===== src/rtl/fws_pkg.sv =====
package fws_pkg;

  // Phase correction requested by the window grader
  typedef enum logic [1:0] {
    NUDGE_NONE    = 2'd0,
    NUDGE_ADVANCE = 2'd1,
    NUDGE_RETARD  = 2'd2
  } nudge_e;

  // Grading of the sample in the current cycle
  typedef struct packed {
    logic hit;       // accepted pulse edge this cycle
    logic in_data;   // pulse lies in the data window
    logic marginal;  // pulse lies near a window edge
  } pulse_info_t;

endpackage


===== src/rtl/fws_edge_det.sv =====
module fws_edge_det (
  input  logic clk,
  input  logic rst_n,
  input  logic pulse_in,
  output logic edge_o
);

  logic pulse_q;
  logic pulse_d;

  always_comb begin
    pulse_d = pulse_in;
  end

  always_ff @(posedge clk or negedge rst_n) begin
    if (!rst_n) begin
      pulse_q <= 1'b0;
    end else begin
      pulse_q <= pulse_d;
    end
  end

  assign edge_o = pulse_in & ~pulse_q;

endmodule


===== src/rtl/fws_phase_tracker.sv =====
module fws_phase_tracker
  import fws_pkg::*;
#(
  parameter int CELL_LEN = 32,
  localparam int PW = $clog2(CELL_LEN)
) (
  input  logic          clk,
  input  logic          rst_n,
  input  logic          en,
  input  nudge_e        nudge,
  output logic [PW-1:0] phase_o,
  output logic          cell_end_o
);

  localparam logic [PW-1:0] LAST_PHASE = PW'(CELL_LEN - 1);
  localparam logic [PW-1:0] STEP_ONE   = PW'(1);
  localparam logic [PW-1:0] STEP_TWO   = PW'(2);

  logic [PW-1:0] phase_q;
  logic [PW-1:0] phase_d;

  // Next-state: wrap is implicit because CELL_LEN is a power of two
  always_comb begin
    phase_d = phase_q;
    if (!en) begin
      phase_d = '0;
    end else begin
      unique case (nudge)
        NUDGE_ADVANCE: phase_d = phase_q + STEP_TWO;
        NUDGE_RETARD:  phase_d = phase_q;
        default:       phase_d = phase_q + STEP_ONE;
      endcase
    end
  end

  always_ff @(posedge clk or negedge rst_n) begin
    if (!rst_n) begin
      phase_q <= '0;
    end else begin
      phase_q <= phase_d;
    end
  end

  assign phase_o    = phase_q;
  assign cell_end_o = en && (phase_q == LAST_PHASE);

endmodule


===== src/rtl/fws_window_grader.sv =====
module fws_window_grader
  import fws_pkg::*;
#(
  parameter int CELL_LEN = 32,
  parameter int MARGIN   = 3,
  localparam int PW = $clog2(CELL_LEN)
) (
  input  logic [PW-1:0] phase,
  input  logic          edge_i,
  input  logic          en,
  output pulse_info_t   info_o,
  output nudge_e        nudge_o
);

  localparam int HALF   = CELL_LEN / 2;
  localparam int OW     = PW - 1;
  localparam int CEN_LO = HALF / 2 - 1;
  localparam int CEN_HI = HALF / 2;

  logic [OW-1:0] offset;
  logic          in_data;
  logic          hit;
  logic          near_edge;

  assign offset  = phase[OW-1:0];
  assign in_data = phase[PW-1];
  assign hit     = edge_i && en;

  // Variant chosen by parameter: margin grading can be compiled out
  generate
    if (MARGIN > 0) begin : g_margin
      always_comb begin
        near_edge = (offset < OW'(MARGIN)) ||
                    (offset > OW'(HALF - 1 - MARGIN));
      end
    end else begin : g_no_margin
      always_comb begin
        near_edge = 1'b0;
      end
    end
  endgenerate

  always_comb begin
    info_o.hit      = hit;
    info_o.in_data  = in_data;
    info_o.marginal = hit && near_edge;
  end

  // Clock pulses pull the cell toward the clock-window centre
  always_comb begin
    nudge_o = NUDGE_NONE;
    if (hit && !in_data) begin
      if (offset < OW'(CEN_LO)) begin
        nudge_o = NUDGE_ADVANCE;
      end else if (offset > OW'(CEN_HI)) begin
        nudge_o = NUDGE_RETARD;
      end
    end
  end

endmodule


===== src/rtl/fws_bit_collector.sv =====
module fws_bit_collector
  import fws_pkg::*;
(
  input  logic        clk,
  input  logic        rst_n,
  input  logic        en,
  input  pulse_info_t info,
  input  logic        cell_end,
  output logic        clk_bit_o,
  output logic        dat_bit_o,
  output logic        stb_o
);

  logic acc_clk_q, acc_clk_d;
  logic acc_dat_q, acc_dat_d;
  logic out_clk_q, out_clk_d;
  logic out_dat_q, out_dat_d;
  logic stb_q, stb_d;
  logic clk_seen, dat_seen;

  always_comb begin
    clk_seen  = acc_clk_q | (info.hit & ~info.in_data);
    dat_seen  = acc_dat_q | (info.hit &  info.in_data);
    acc_clk_d = clk_seen;
    acc_dat_d = dat_seen;
    out_clk_d = 1'b0;
    out_dat_d = 1'b0;
    stb_d     = 1'b0;
    if (!en) begin
      acc_clk_d = 1'b0;
      acc_dat_d = 1'b0;
    end else if (cell_end) begin
      out_clk_d = clk_seen;
      out_dat_d = dat_seen;
      stb_d     = 1'b1;
      acc_clk_d = 1'b0;
      acc_dat_d = 1'b0;
    end
  end

  always_ff @(posedge clk or negedge rst_n) begin
    if (!rst_n) begin
      acc_clk_q <= 1'b0;
      acc_dat_q <= 1'b0;
      out_clk_q <= 1'b0;
      out_dat_q <= 1'b0;
      stb_q     <= 1'b0;
    end else begin
      acc_clk_q <= acc_clk_d;
      acc_dat_q <= acc_dat_d;
      out_clk_q <= out_clk_d;
      out_dat_q <= out_dat_d;
      stb_q     <= stb_d;
    end
  end

  assign clk_bit_o = out_clk_q;
  assign dat_bit_o = out_dat_q;
  assign stb_o     = stb_q;

endmodule


===== src/rtl/fws_margin_flag.sv =====
module fws_margin_flag (
  input  logic clk,
  input  logic rst_n,
  input  logic set_i,
  input  logic clr_i,
  output logic flag_o
);

  logic flag_q;
  logic flag_d;

  // A fresh event outranks a clear in the same cycle
  always_comb begin
    flag_d = flag_q;
    if (set_i) begin
      flag_d = 1'b1;
    end else if (clr_i) begin
      flag_d = 1'b0;
    end
  end

  always_ff @(posedge clk or negedge rst_n) begin
    if (!rst_n) begin
      flag_q <= 1'b0;
    end else begin
      flag_q <= flag_d;
    end
  end

  assign flag_o = flag_q;

endmodule


===== src/rtl/flux_window_sorter.sv =====
module flux_window_sorter
  import fws_pkg::*;
#(
  parameter int CELL_LEN = 32,
  parameter int MARGIN   = 3
) (
  input  logic clk,
  input  logic rst_n,
  input  logic rd_en,
  input  logic pulse_in,
  input  logic margin_clr,
  output logic clk_bit,
  output logic dat_bit,
  output logic bit_stb,
  output logic margin_flag
);

  localparam int PW = $clog2(CELL_LEN);

  // Reset: asserted asynchronously, released on the clock
  logic rst_meta_q;
  logic rst_sync_q;

  always_ff @(posedge clk or negedge rst_n) begin
    if (!rst_n) begin
      rst_meta_q <= 1'b0;
      rst_sync_q <= 1'b0;
    end else begin
      rst_meta_q <= 1'b1;
      rst_sync_q <= rst_meta_q;
    end
  end

  logic          pulse_edge;
  logic [PW-1:0] phase;
  logic          cell_end;
  nudge_e        nudge;
  pulse_info_t   info;

  fws_edge_det u_edge (
    .clk      (clk),
    .rst_n    (rst_sync_q),
    .pulse_in (pulse_in),
    .edge_o   (pulse_edge)
  );

  fws_phase_tracker #(.CELL_LEN(CELL_LEN)) u_phase (
    .clk        (clk),
    .rst_n      (rst_sync_q),
    .en         (rd_en),
    .nudge      (nudge),
    .phase_o    (phase),
    .cell_end_o (cell_end)
  );

  fws_window_grader #(.CELL_LEN(CELL_LEN), .MARGIN(MARGIN)) u_grade (
    .phase   (phase),
    .edge_i  (pulse_edge),
    .en      (rd_en),
    .info_o  (info),
    .nudge_o (nudge)
  );

  fws_bit_collector u_collect (
    .clk       (clk),
    .rst_n     (rst_sync_q),
    .en        (rd_en),
    .info      (info),
    .cell_end  (cell_end),
    .clk_bit_o (clk_bit),
    .dat_bit_o (dat_bit),
    .stb_o     (bit_stb)
  );

  fws_margin_flag u_margin (
    .clk    (clk),
    .rst_n  (rst_sync_q),
    .set_i  (info.marginal),
    .clr_i  (margin_clr),
    .flag_o (margin_flag)
  );

endmodule


===== config.mk =====
export PLATFORM = sky130hd
export DESIGN_NAME = flux_window_sorter
export DESIGN_NICKNAME = d
export VERILOG_FILES = /design/src/rtl/fws_pkg.sv /design/src/rtl/fws_edge_det.sv /design/src/rtl/fws_phase_tracker.sv /design/src/rtl/fws_window_grader.sv /design/src/rtl/fws_bit_collector.sv /design/src/rtl/fws_margin_flag.sv /design/src/rtl/flux_window_sorter.sv
export SDC_FILE = /design/constraint.sdc
export NUM_CORES = 1
export LEC_CHECK = 0
export ABC_AREA = 1
export BUFFER_PORTS_ARGS = -buffer_cell sky130_fd_sc_hd__buf_2
export CORE_UTILIZATION = 54
export CTS_CLUSTER_DIAMETER = 80
export DETAILED_ROUTE_END_ITERATION = 10
export PLACE_DENSITY = 0.73
export SLEW_MARGIN = 15
export SYNTH_ARGS = -nofsm -noshare
export SYNTH_HDL_FRONTEND = slang
export SYNTH_HIERARCHICAL = 1
export SYNTH_SLANG_ARGS = --single-unit

===== constraint.sdc =====
create_clock -name clk -period 0.8 [get_ports clk]
set_input_delay 0.16 -clock clk [delete_from_list [all_inputs] [get_ports clk]]
set_output_delay 0.16 -clock clk [all_outputs]
set_load 0.005 [all_outputs]

# --- Word-level counts from Yosys, hierarchy flattened ---
# Index checks and enable logic that the tools add are counted.
word_totals:
  register_bits: 14
  in_bits: 5
classes:
  magnitude_cmp: 4
  muxes: 17
  reduce_logical: 7
  eq_ne: 4
  n_addsub: 2
  n_bitwise: 7
op_table:
  columns: ["cell", "count"]
  rows:
  - ["$mux 1", 12]
  - ["$pmux 5 s2", 1]
  - ["$gt 4x4->1 const B", 2]
  - ["$mux 2", 3]
  - ["$add 5x1->5 const B", 1]
  - ["$add 5x2->5 const B", 1]
  - ["$eq 5x5->1 const B", 1]
  - ["$mux 5", 1]
  - ["$logic_and 1x1->1", 4]
  - ["$lt 4x2->1 const B", 1]
  - ["$lt 4x3->1 const B", 1]
  - ["$and 1x1->1", 3]
  - ["$eq 2x1->1 const B", 1]
  - ["$eq 2x2->1 const B", 1]
  - ["$ne 2x2->1 const B", 1]
  - ["$not 1->1", 2]
  - ["$or 1x1->1", 2]
  - ["$reduce_bool 2->1", 1]
  - ["$logic_not 1->1", 1]
  - ["$logic_or 1x1->1", 1]

# --- Depth between registers and ports, before layout ---
logic_depth:
  depth_word: 8
  mapped_depth: 12
  depth_no_buf: 12

# --- By module ---
# The synthesis kept the hierarchy.
modules_own_cells:
  columns: ["mod", "area_each_um2", "cells_per_inst", "n_inst"]
  rows:
  - ["fws_phase_tracker", 354.1, 55, 1]
  - ["fws_bit_collector", 173.9, 17, 1]
  - ["fws_window_grader", 88.8, 19, 1]
  - ["flux_window_sorter", 53.8, 3, 1]
  - ["fws_margin_flag", 40.0, 5, 1]
  - ["fws_edge_det", 35.0, 3, 1]

# --- Worst setup path after synthesis ---
# Ideal clock, no wire load.
synth_path:
  kind: "reg-to-reg"
  startpoint: "register u_edge.pulse_q"
  endpoint: "register u_phase.phase_q[3], in the netlist u_phase/phase_o[3]"
  slack_ns: -0.545
  arrival_time_ns: 1.226
  path_stages_with_launch: 11
  required_time_ns: 0.681
  path_buffers: 0
  path_cell_list: "dfrtp_1 > nor2_2 > nand2_1 > inv_2 > nand3_1 > nor2_1 > inv_1 > nand2_1 > nand2_1 > a21oi_1 > nor2_1"
synth_via:
  elab_chain_cells: 8
  word_cells_on_any_way: 10
synth_rtl:
  columns: ["element", "line", "rtl"]
  rows:
  - ["start, declared", "fws_edge_det.sv:8", "logic pulse_q;"]
  - ["start signal, assigned", "fws_edge_det.sv:19", "pulse_q <= pulse_d;"]
  - ["$not 1->1 *", "fws_edge_det.sv:23", "assign edge_o = pulse_in & ~pulse_q;"]
  - ["$and 1x1->1 *", "fws_edge_det.sv:23", null]
  - ["via pulse_edge", "flux_window_sorter.sv:34", "logic pulse_edge;"]
  - ["$logic_and 1x1->1 *", "fws_window_grader.sv:27", "assign hit = edge_i && en;"]
  - ["via u_grade.hit", "fws_window_grader.sv:22", "logic hit;"]
  - ["$logic_and 1x1->1 *", "fws_window_grader.sv:52", "if (hit && !in_data) begin"]
  - ["$mux 2 *", "fws_window_grader.sv:52", null]
  - ["via nudge[1]", "flux_window_sorter.sv:37", "nudge_e nudge;"]
  - ["$eq 2x2->1 / $eq 2x1->1 (equally long branches)", "fws_phase_tracker.sv:28", "unique case (nudge)"]
  - ["$pmux 5 s2", "fws_phase_tracker.sv:28", null]
  - ["$mux 5", "fws_phase_tracker.sv:25", "if (!en) begin"]
  - ["end signal, assigned", "fws_phase_tracker.sv:40", "phase_q <= phase_d;"]
  - ["end, declared", "fws_phase_tracker.sv:19", "logic [PW-1:0] phase_q;"]
# Mark *: on every way through the listed nets, which the timed path passes. The rest lies on a longest branch.
# A chain may end at the register's enable or synchronous reset.

==> results.rst <==
.. list-table::
   :header-rows: 1

   * - Metric
     - Value
   * - Clock tree skew after final layout
     - 3.07 ps
   * - Data arrival time of the worst path
     - between 1500 and 2000 ps
   * - Htree depth
     - 1
   * - Vias per std cell
     - ~5.8
   * - Via count
     - 879
   * - Path type of the worst min-delay path
     - primary input to register
   * - Global-route wire length before repair
     - 3510 um
   * - Number of nets in the final layout
     - approximately 150
   * - Critical Path Fanout Max
     - 5
   * - Net switching power of the design
     - 0.000522 W
   * - Count of different cell masters after synthesis
     - 15
   * - Area of the core region
     - roughly 1300 um2
   * - Area overhead of the layout relative to synthesis
     - 52.2%
   * - Total CTS buffers
     - 3
   * - Die height
     - a little under 40 um
   * - Total number of clock tree sinks
     - 14
   * - Final worst setup slack
     - -710 ps
   * - Timing-limited maximum frequency
     - roughly 660 MHz
   * - Setup repair after global routing missed its margin
     - yes
   * - Initial Utilization
     - 0.580
   * - Die extent in x
     - 39.2 um
   * - Post-Syn Instances
     - 102
   * - Core occupancy in the finished layout
     - 0.883
   * - Power per cell area
     - around 1500 nW/um2
   * - Number of flip-flops and latches in the synthesized netlist
     - 14
   * - Post-layout total power
     - 0.00174 W
   * - Startpoint Class
     - register
   * - Critical Setup Path Class
     - register to register
   * - Inst Count DP
     - around 140
   * - Final Non-Filler Cells
     - ~150
   * - Critical Path RT
     - around 1000 ps
   * - Worst VDD drop
     - 1.56 mV
   * - Floorplan row count
     - 13
   * - Routed wire length per instance
     - about 18 um
   * - Gr ovfl total
     - 0
   * - Final-report hold violation count
     - 0
   * - Clock-pin slew on the worst setup and hold paths
     - roughly 90 ps
   * - Dpl hpwl
     - 1250 um
   * - Number of inserted diodes
     - 0
   * - Final clock period utilization by the worst path
     - 1.89
   * - Clock period minus final worst setup slack
     - around 1500 ps
   * - Weighted congestion reported at the end of routability-driven placement
     - a little under 0.9
   * - Number of global-route vias before repair
     - 801
   * - Clock tree from TritonCTS
     - done
   * - Seq/Total Area, Yosys
     - 0.470
   * - Max Cap Viol
     - 0
   * - Proportion of layout cells with a drive suffix above 1
     - 0.478
   * - Drt first-iter violations
     - 53
   * - Internal power component
     - between 0.001 and 0.0015 W
   * - Capturing element type of the critical path
     - register
   * - Root buffer selected by CTS
     - sky130_fd_sc_hd__clkbuf_4
   * - DIE AREA
     - roughly 1500 um2
   * - Drt drc
     - 0
   * - Maximum number of buffers from clock root to sink
     - 2
   * - Run status
     - complete, but fails checks
   * - Switching part of the total
     - 0.299
   * - Combinational fraction of design power
     - 0.241
   * - Post-synthesis net count
     - 110
   * - Final max-slew violation count
     - 0
   * - Violations in the final reports
     - negative setup slack
   * - Post-detailed-route count of antenna-violating nets
     - 0
   * - Final Routed Wirelength
     - about 2700 um
   * - Initial antenna violation count
     - 0
   * - Port Buffer Count
     - 8
   * - Part of the total power dissipated in the clock network
     - 0.308
   * - Post-placement setup slack
     - -665 ps
   * - Number of iterations in the first detailed-routing pass
     - 4
   * - Mean instance size in the synthesized netlist
     - 7.31 um2
   * - Leakage power summed over all cells
     - 0.587 nW
   * - Clock latency on the worst-skew pair
     - 290 ps
   * - Largest net degree at the start of global routing
     - 13
   * - Number of ports placed on the die boundary
     - 9
   * - Seq pwr share
     - 0.451
   * - Summed instance area of the synthesized netlist
     - about 750 um2
   * - Count of yosys warnings during synthesis
     - 6
   * - Total track usage
     - 0.365
   * - Number of setup violations in the final report
     - 15
synth_stat cells:
library cell | number | share of area
sky130_fd_sc_hd__a21oi_1 | 7 | 0.047
sky130_fd_sc_hd__buf_4 | 2 | 0.020
sky130_fd_sc_hd__conb_1 | 1 | 0.0050
sky130_fd_sc_hd__dfrtp_1 | 14 | 0.47
sky130_fd_sc_hd__ha_1 | 3 | 0.050
sky130_fd_sc_hd__inv_1 | 18 | 0.091
sky130_fd_sc_hd__inv_2 | 1 | 0.0050
sky130_fd_sc_hd__nand2_1 | 28 | 0.14
sky130_fd_sc_hd__nand3_1 | 4 | 0.027
sky130_fd_sc_hd__nand4_1 | 1 | 0.0084
sky130_fd_sc_hd__nor2_1 | 15 | 0.075
sky130_fd_sc_hd__nor2_2 | 1 | 0.0084
sky130_fd_sc_hd__o21ai_0 | 5 | 0.034
sky130_fd_sc_hd__o21bai_1 | 1 | 0.010
sky130_fd_sc_hd__or2_0 | 1 | 0.0084
through the flow:
stage                     hold slack, ps  TNS, ps  cell area [um2]
after floorplan                     -136    -4420              774
after global placement             -56.3    -5320              938
after detailed placement           -52.6    -5850              938
after CTS                           95.2    -6210             1080
after global routing                 133    -7870             1130
final                                110    -7220             1130
power groups by stage:
stage | combinational, W | clock (W) | sequential (W)
global placement | 0.000280 | 0 | 0.000793
floorplan | 0.000125 | 0 | 0.000810
finish | 0.000420 | 0.000537 | 0.000786
detailed placement | 0.000288 | 0 | 0.000795
global route | 0.000443 | 0.000579 | 0.000792
CTS | 0.000347 | 0.000535 | 0.000781
critical path: stages, from the launching register on:
cell and delay [ps]:
sky130_fd_sc_hd__dfrtp_1 390, sky130_fd_sc_hd__nor2_2 100, sky130_fd_sc_hd__nand2_1 60, sky130_fd_sc_hd__inv_2 80, sky130_fd_sc_hd__nand3_2 90, sky130_fd_sc_hd__nor2_4 220
sky130_fd_sc_hd__inv_2 70, sky130_fd_sc_hd__nand2_4 90, sky130_fd_sc_hd__nand2_2 60, sky130_fd_sc_hd__nand3_1 100, sky130_fd_sc_hd__nand2_1 80, sky130_fd_sc_hd__nor2_1 90
cell type report:
type / instances / area [um2]
clock buffer: 4 / 36.3
fill: 61 / 150
inverter: 19 / 71.3
multi-input combinational: 67 / 425
sequential: 14 / 354
tap: 15 / 18.8
timing repair buffer: 32 / 229
worst paths after layout:
kind	slack [ps]	cells past startpoint	end	from
min in group asynchronous	170	1	u_collect/stb_o$_DFF_PN0_	rst_sync_q$_DFF_PN0_
max	-710	11	u_phase/phase_o[3]$_DFFE_PN0P_	u_edge/pulse_q$_DFF_PN0_
min reg2reg	170	1	u_collect/stb_o$_DFF_PN0_	rst_sync_q$_DFF_PN0_
max in group asynchronous	460	1	u_phase/phase_o[1]$_DFFE_PN0P_	rst_sync_q$_DFF_PN0_
max reg2reg	-710	11	u_phase/phase_o[3]$_DFFE_PN0P_	u_edge/pulse_q$_DFF_PN0_
min	110	4	u_margin/flag_o$_DFFE_PN0P_	margin_clr
metal layers:
layer / track usage / part of all wire
met3: 0.104 / 0.084
met2: 0.608 / 0.52
met4: 0.216 / 0.050
met1: 0.405 / 0.35
met5: 0 / 0
state kept, by name, summed over array words and instances (netlist names):
signal               flops
u_phase/phase_o          5
rst_sync_q               1
rst_meta_q               1
u_collect/clk_bit_o      1
u_collect/dat_bit_o      1
u_collect/stb_o          1
u_collect/acc_dat_q      1
u_edge/pulse_q           1
u_collect/acc_clk_q      1
u_margin/flag_o          1
repair_timing:
item | 4_1_cts | 5_1_grt
resized for setup | 14 | 17
buffers inserted | 5 | 1
endpoints found under the hold margin | 3 | 0
endpoints found under the setup margin | 15 | 15
pin swaps | 5 | 7
cloned | 0 | 0
hold buffers | 2 | 0
cells in the final DEF, fill, tap and decap left out, drive strengths merged:
cell type,n
ha,3
clkbuf,4
o21bai,1
a21oi,7
dfrtp,14
nand3,4
dlygate4sd3,2
nand4,1
buf,30
inv,19
nand2,28
or2,1
o21ai,5
conb,1
nor2,16
cell families (layout without fill, tap and decap cells):
kind of cell / count (synthesis) / in the layout / synth area share
DFF: 14 / 14 / 0.470
adders and majority gates: 3 / 3 / 0.0503
AOI/OAI and AO/OA: 13 / 13 / 0.0906
and+or+nand+nor: 50 / 50 / 0.268
other: 1 / 1 / 0.00503
buffers and inverters: 21 / 55 / 0.116
(Power assumes the default switching activity.)
